`src/rtl/regmap_pkg.sv`:
```
package regmap_pkg;
  parameter int SIDX_W = 3;
  parameter int CFG_W  = 4;

  typedef struct packed {
    logic              vld;
    logic [SIDX_W-1:0] sidx;
    logic [CFG_W-1:0]  cfg;
  } map_entry_t;
endpackage

```
`src/rtl/regmap_table.sv`:
```
module regmap_table
  import regmap_pkg::*;
#(
  parameter int NUM_ARCH   = 16,
  parameter int NUM_STRUCT = 5,
  localparam int SPEC_W    = $clog2(NUM_ARCH)
) (
  input  logic                      clk,
  input  logic                      rst_n,
  input  logic                      cmd_en,
  input  logic                      cmd_map,
  input  logic [SPEC_W-1:0]         cmd_spec,
  input  logic [SIDX_W-1:0]         cmd_sidx,
  input  logic [CFG_W-1:0]          cmd_cfg,
  output map_entry_t [NUM_ARCH-1:0] tbl
);
  logic sidx_ok;
  logic do_set;
  logic do_clr;

  // index 0 and indices past the last structure name nothing
  assign sidx_ok = (cmd_sidx != '0) && (32'(cmd_sidx) <= NUM_STRUCT);
  assign do_set  = cmd_en && cmd_map && sidx_ok;
  assign do_clr  = cmd_en && !cmd_map;

  for (genvar i = 0; i < NUM_ARCH; i++) begin : g_ent
    logic hit;
    assign hit = (cmd_spec == SPEC_W'(i));
    always_ff @(posedge clk or negedge rst_n) begin
      if (!rst_n) begin
        tbl[i] <= '0;
      end else if (hit && do_set) begin
        tbl[i].vld  <= 1'b1;
        tbl[i].sidx <= cmd_sidx;
        tbl[i].cfg  <= cmd_cfg;
      end else if (hit && do_clr) begin
        tbl[i].vld <= 1'b0;
      end
    end
  end
endmodule

```
`src/rtl/regmap_lookup.sv`:
```
module regmap_lookup
  import regmap_pkg::*;
#(
  parameter int NUM_ARCH   = 16,
  parameter int NUM_STRUCT = 5,
  localparam int SPEC_W    = $clog2(NUM_ARCH)
) (
  input  map_entry_t [NUM_ARCH-1:0] tbl,
  input  logic                      acc_en,
  input  logic [SPEC_W-1:0]         acc_spec,
  output logic                      rf_en,
  output logic [NUM_STRUCT-1:0]     st_sel,
  output logic [CFG_W-1:0]          cfg
);
  map_entry_t ent;
  logic       use_st;

  assign ent    = tbl[acc_spec];
  assign use_st = acc_en && ent.vld;
  assign rf_en  = acc_en && !ent.vld;
  assign cfg    = use_st ? ent.cfg : '0;

  for (genvar s = 0; s < NUM_STRUCT; s++) begin : g_sel
    assign st_sel[s] = use_st && (ent.sidx == SIDX_W'(s + 1));
  end
endmodule

```
`src/rtl/regmap_redirect.sv`:
```
module regmap_redirect
  import regmap_pkg::*;
#(
  parameter int NUM_ARCH   = 16,
  parameter int NUM_STRUCT = 5,
  localparam int SPEC_W    = $clog2(NUM_ARCH)
) (
  input  logic                  clk,
  input  logic                  rst_n,
  input  logic                  cmd_en,
  input  logic                  cmd_map,
  input  logic [SPEC_W-1:0]     cmd_spec,
  input  logic [SIDX_W-1:0]     cmd_sidx,
  input  logic [CFG_W-1:0]      cmd_cfg,
  input  logic                  ra_en,
  input  logic [SPEC_W-1:0]     ra_spec,
  output logic                  ra_rf_en,
  output logic [NUM_STRUCT-1:0] ra_st_sel,
  output logic [CFG_W-1:0]      ra_cfg,
  input  logic                  rb_en,
  input  logic [SPEC_W-1:0]     rb_spec,
  output logic                  rb_rf_en,
  output logic [NUM_STRUCT-1:0] rb_st_sel,
  output logic [CFG_W-1:0]      rb_cfg,
  input  logic                  wr_en,
  input  logic [SPEC_W-1:0]     wr_spec,
  output logic                  wr_rf_en,
  output logic [NUM_STRUCT-1:0] wr_st_sel,
  output logic [CFG_W-1:0]      wr_cfg
);
  localparam int NPORT = 3;

  map_entry_t [NUM_ARCH-1:0] tbl;

  logic [NPORT-1:0]                 p_en;
  logic [NPORT-1:0][SPEC_W-1:0]     p_spec;
  logic [NPORT-1:0]                 p_rf;
  logic [NPORT-1:0][NUM_STRUCT-1:0] p_sel;
  logic [NPORT-1:0][CFG_W-1:0]      p_cfg;

  regmap_table #(.NUM_ARCH(NUM_ARCH), .NUM_STRUCT(NUM_STRUCT)) u_tbl (
    .clk(clk), .rst_n(rst_n), .cmd_en(cmd_en), .cmd_map(cmd_map),
    .cmd_spec(cmd_spec), .cmd_sidx(cmd_sidx), .cmd_cfg(cmd_cfg), .tbl(tbl)
  );

  assign p_en   = {wr_en, rb_en, ra_en};
  assign p_spec = {wr_spec, rb_spec, ra_spec};

  for (genvar p = 0; p < NPORT; p++) begin : g_port
    regmap_lookup #(.NUM_ARCH(NUM_ARCH), .NUM_STRUCT(NUM_STRUCT)) u_lk (
      .tbl(tbl), .acc_en(p_en[p]), .acc_spec(p_spec[p]),
      .rf_en(p_rf[p]), .st_sel(p_sel[p]), .cfg(p_cfg[p])
    );
  end

  assign ra_rf_en = p_rf[0];  assign ra_st_sel = p_sel[0];  assign ra_cfg = p_cfg[0];
  assign rb_rf_en = p_rf[1];  assign rb_st_sel = p_sel[1];  assign rb_cfg = p_cfg[1];
  assign wr_rf_en = p_rf[2];  assign wr_st_sel = p_sel[2];  assign wr_cfg = p_cfg[2];
endmodule

```
`config.mk`:
```
export PLATFORM = sky130hd
export DESIGN_NAME = regmap_redirect
export DESIGN_NICKNAME = d
export VERILOG_FILES = /design/src/rtl/regmap_pkg.sv /design/src/rtl/regmap_table.sv /design/src/rtl/regmap_lookup.sv /design/src/rtl/regmap_redirect.sv
export SDC_FILE = /design/constraint.sdc
export NUM_CORES = 1
export LEC_CHECK = 0
export BUFFER_PORTS_ARGS = -buffer_cell sky130_fd_sc_hd__buf_4
export CAP_MARGIN = 20
export CORE_AREA = 2 2 117 119
export CTS_BUF_LIST = sky130_fd_sc_hd__clkbuf_8 sky130_fd_sc_hd__clkbuf_16
export DETAILED_ROUTE_END_ITERATION = 8
export DIE_AREA = 0 0 119 121
export GPL_ROUTABILITY_DRIVEN = 1
export GPL_TIMING_DRIVEN = 0
export PLACE_DENSITY = 0.81
export SLEW_MARGIN = 15
export SYNTH_ARGS = -nofsm -noshare
export SYNTH_HDL_FRONTEND = slang
export SYNTH_SLANG_ARGS = --single-unit
```
`constraint.sdc`:
```
create_clock -name clk -period 4.3 [get_ports clk]
set_clock_uncertainty 0.1 [all_clocks]
set_input_delay 0 -clock clk [delete_from_list [all_inputs] [get_ports clk]]
set_output_delay 0 -clock clk [all_outputs]
set_load 0.01 [all_outputs]
```
==> metrics.cfg <==
[status]
status = finished, final reports clean

[cts]
cts_inserted_buffers = 17
cts_num_sinks = 128
clk-insertion-delay-late_ns = 0.42
clk_pin_slew_worst_paths_ns = 0.06
cts-root-to-sink-buffers = 2
post_cts_setup_repair_bufs = 0
postCtsResizedCells = 0
cts_root_buffer = sky130_fd_sc_hd__clkbuf_16
cts.htree.levels = 4
cts_hold_repair.buffers = 12
tritoncts_clock_tree = yes

[yosys]
synth_simple_gate_area_share = 0.09403
synth_edf_count = 0
synthesis.area_per_instance_um2 = 14.34
synth_top_family_by_area = multiplexers
synth_seq_cells = 128
synth-async-reset-ratio = 1.000
yosys_warnings = 0
yosys-top-cells-area = sky130_fd_sc_hd__dfrtp_1 (38%), sky130_fd_sc_hd__mux4_2 (24%), sky130_fd_sc_hd__mux2_2 (17%), sky130_fd_sc_hd__mux4_1 (3.8%), sky130_fd_sc_hd__nor2b_1 (1.9%)
syn_nets = 612
synthXorXnorAreaFrac = 0
synth_compound_area_frac = 0.02729
yosysTopAreaCellShare = 0.3839
post_synthesis_mux_area_share = 0.4600
netlist_area_before_placement_um2 = 8343
synthAdderAreaFrac = 0
synth_cell_types = 38
synth-seq-area-share = 0.3839
synth_ff_type = sky130_fd_sc_hd__dfrtp_1
synth.largest_area_cell = sky130_fd_sc_hd__dfrtp_1
syn-instance-count = 582

[place]
placement.cell_area_um2 = 8947
detailed_place_hpwl_um = 16100
routability_congestion_estimate = 0.9388
port-buffer-count = 47
placedCellCount = 806

[grt]
grt_max_degree = 93
first_global_vias = 6384
grt_use_total = 0.3710
grt_pass1_wl_um = 38170
antenna_found_initial = 0
grt.overflow.total = 0

[timing]
worst-slew-pin-transition_ns = 1.005
hold_viol = 0
slew-limit-headroom = 0.3303
rsz0062_at_grt = no
final-setup-viol-count = 0
fmaxAchievable_mhz = 343.6
post-route-min-period_ns = 2.911
finalSetupTns_ns = 0
slew_viol_final = 0
final.period_utilization = 0.6769

[critical_path]
critical-path-top-cell-by-count = sky130_fd_sc_hd__dlygate4sd3_1
critical_path.endpoint_type = flip-flop
critical_path.max_stage_delay_ns = 1.07
cp_data_required_time_ns = 4.50
crit_chain = dlygate4sd3_1 > buf_2 > nor3_1 > a211oi_2 > nor4b_4 > dlygate4sd3_1 > mux2_2
timing.critical_path.from = cmd_sidx[2]
setup.worst_path.start_class = input pin
setup.worst_path.class = in2reg
critical_path_peak_fanout = 9
timing.critical_path.arrival_ns = 3.12
rr_startpoint = u_tbl.tbl[99]
cp_max_delay_cell = sky130_fd_sc_hd__dlygate4sd3_1

[final_layout]
post_route_cells_drive_above_1_share = 0.4822
largest_register = u_tbl.tbl
largest_register_ff_count = 128
n_antenna_cell = 0
areaGrowthSynthToFinish_pct = 15.93
final-instance-count-excl-fill = 850
nNetsFinal = 691
final_design_area_no_fill_um2 = 9672
largestRegisters = u_tbl.tbl (128)

[pwr]
pwr_density_cell_nw_per_um2 = 422.0
vdd.ir_drop.worst_mv = 0.2944
total_power_mw = 4.081
total_leakage_power_nw = 4.235

[routing]
vias_per_cell = 7.221
drt_first_pass_iters = 5
wirelength_um = 24750
count_of_unresolved_drc_violations_after_routing = 0
wl_per_cell_um = 29.11
via_count = 6138
initialDrtViolationCount = 631
ant_nets = 0

[floorplanning]
core_um2 = 13090
io_pins = 60
floorplan.rows = 42
fp.dieW_um = 119
dieArea_um2 = 14400
initial_core_util = 0.6376
die_h_um = 121

[hold_path]
min-delay-path-class = in2async

[flow_run]
max_cap_viol_count = 0

-- routing by layer --
metal	share of wire	track usage
met1	0.35	0.4687
met2	0.48	0.5833
met3	0.10	0.08600
met4	0.065	0.2381
met5	0	0
-- cells in the final DEF, fill, tap and decap left out, types with 3 or more instances in the layout --
master,Yosys,final
sky130_fd_sc_hd__dfrtp_1,128,128
sky130_fd_sc_hd__nor4_1,4,4
sky130_fd_sc_hd__mux2_2,123,123
sky130_fd_sc_hd__mux4_1,12,12
sky130_fd_sc_hd__buf_12,2,3
sky130_fd_sc_hd__a22oi_1,6,6
sky130_fd_sc_hd__nand2_1,40,40
sky130_fd_sc_hd__clkinvlp_4,0,3
sky130_fd_sc_hd__buf_4,4,50
sky130_fd_sc_hd__and4_1,3,3
sky130_fd_sc_hd__o211a_1,3,3
sky130_fd_sc_hd__bufinv_16,0,3
sky130_fd_sc_hd__clkinv_2,0,6
sky130_fd_sc_hd__nand3_1,22,22
sky130_fd_sc_hd__clkbuf_16,0,17
sky130_fd_sc_hd__clkbuf_1,26,26
sky130_fd_sc_hd__nand2b_1,6,6
sky130_fd_sc_hd__mux2i_1,11,11
sky130_fd_sc_hd__o21ai_0,16,16
sky130_fd_sc_hd__buf_1,4,4
sky130_fd_sc_hd__buf_6,6,7
sky130_fd_sc_hd__nor2b_1,26,26
sky130_fd_sc_hd__and2_1,4,4
sky130_fd_sc_hd__nor2_1,6,6
sky130_fd_sc_hd__nor4b_1,8,8
sky130_fd_sc_hd__mux4_2,89,89
sky130_fd_sc_hd__dlygate4sd3_1,0,11
sky130_fd_sc_hd__nand4_1,6,6
sky130_fd_sc_hd__buf_2,6,6
sky130_fd_sc_hd__nand3_2,3,3
-- synth_stat cells, types with 6 or more instances --
cell / instances
sky130_fd_sc_hd__mux4_1: 12
sky130_fd_sc_hd__nor2b_1: 26
sky130_fd_sc_hd__buf_6: 6
sky130_fd_sc_hd__nor2_1: 6
sky130_fd_sc_hd__dfrtp_1: 128
sky130_fd_sc_hd__nand3_1: 22
sky130_fd_sc_hd__nand2b_1: 6
sky130_fd_sc_hd__nor4b_1: 8
sky130_fd_sc_hd__mux4_2: 89
sky130_fd_sc_hd__o21ai_0: 16
sky130_fd_sc_hd__a22oi_1: 6
sky130_fd_sc_hd__nand4_1: 6
sky130_fd_sc_hd__clkbuf_1: 26
sky130_fd_sc_hd__buf_2: 6
sky130_fd_sc_hd__mux2_2: 123
sky130_fd_sc_hd__mux2i_1: 11
sky130_fd_sc_hd__nand2_1: 40
-- through the flow --
stage	hold slack [ns]	setup WS (ns)	util
6_report	0.007928	1.389	0.7391
5_1_grt	0.03075	1.332	0.7391
4_1_cts	0.004246	1.513	0.7391
3_5_place_dp	-0.1814	1.936	0.6838
3_3_place_gp	0.1892	2.013	0.6814
2_1_floorplan	-0.3956	2.416	-
-- where the power goes --
part | total [mW] | leakage (nW) | switching, mW | internal, mW
logic | 0.991 | 2.27 | 0.407 | 0.584
clock network | 1.46 | 0.289 | 0.553 | 0.906
registers | 1.63 | 1.67 | 0.216 | 1.42
total | 4.08 | 4.24 | 1.18 | 2.91
-- path summary, 6_finish.rpt --
| kind | slack (ns) | cells after the start | end |
|---|---|---|---|
| min in group clk | 0.03 | 4 | u_tbl.tbl[39] |
| max in group asynchronous | 3.64 | 3 | u_tbl.tbl[62] |
| hold / removal | 0.008 | 3 | u_tbl.tbl[95] |
| hold reg to reg | 0.45 | 1 | u_tbl.tbl[109] |
| setup reg to reg | 3.35 | 1 | u_tbl.tbl[99] |
| setup / recovery | 1.39 | 7 | u_tbl.tbl[102] |
-- worst max-delay path, delay by kind of cell --
family / cells / cell delay (ns)
AO/OA/AOI/OAI: 1 / 0.39
buffers and inverters: 3 / 1.88
multiplexers: 1 / 0.42
AND/OR/NAND/NOR: 2 / 0.43
-- cell type report --
class                      count  area, um^2
timing repair buffer          60       514.2
fill                         829        3413
clock buffer                  17       425.4
clock inverter                15       168.9
tap                          176       220.2
buffer                        50       290.3
sequential                   128        3203
multi-input combinational    404        4850
-- cells by family (layout without fill, tap and decap cells) --
| family | after synthesis | count (layout) |
|---|---|---|
| buffers and inverters | 50 | 142 |
| muxes | 237 | 237 |
| DFF | 128 | 128 |
| and+or+nand+nor | 136 | 136 |
| AOI/OAI and AO/OA | 31 | 31 |
No activity file was read; power rests on OpenSTA's default activity.
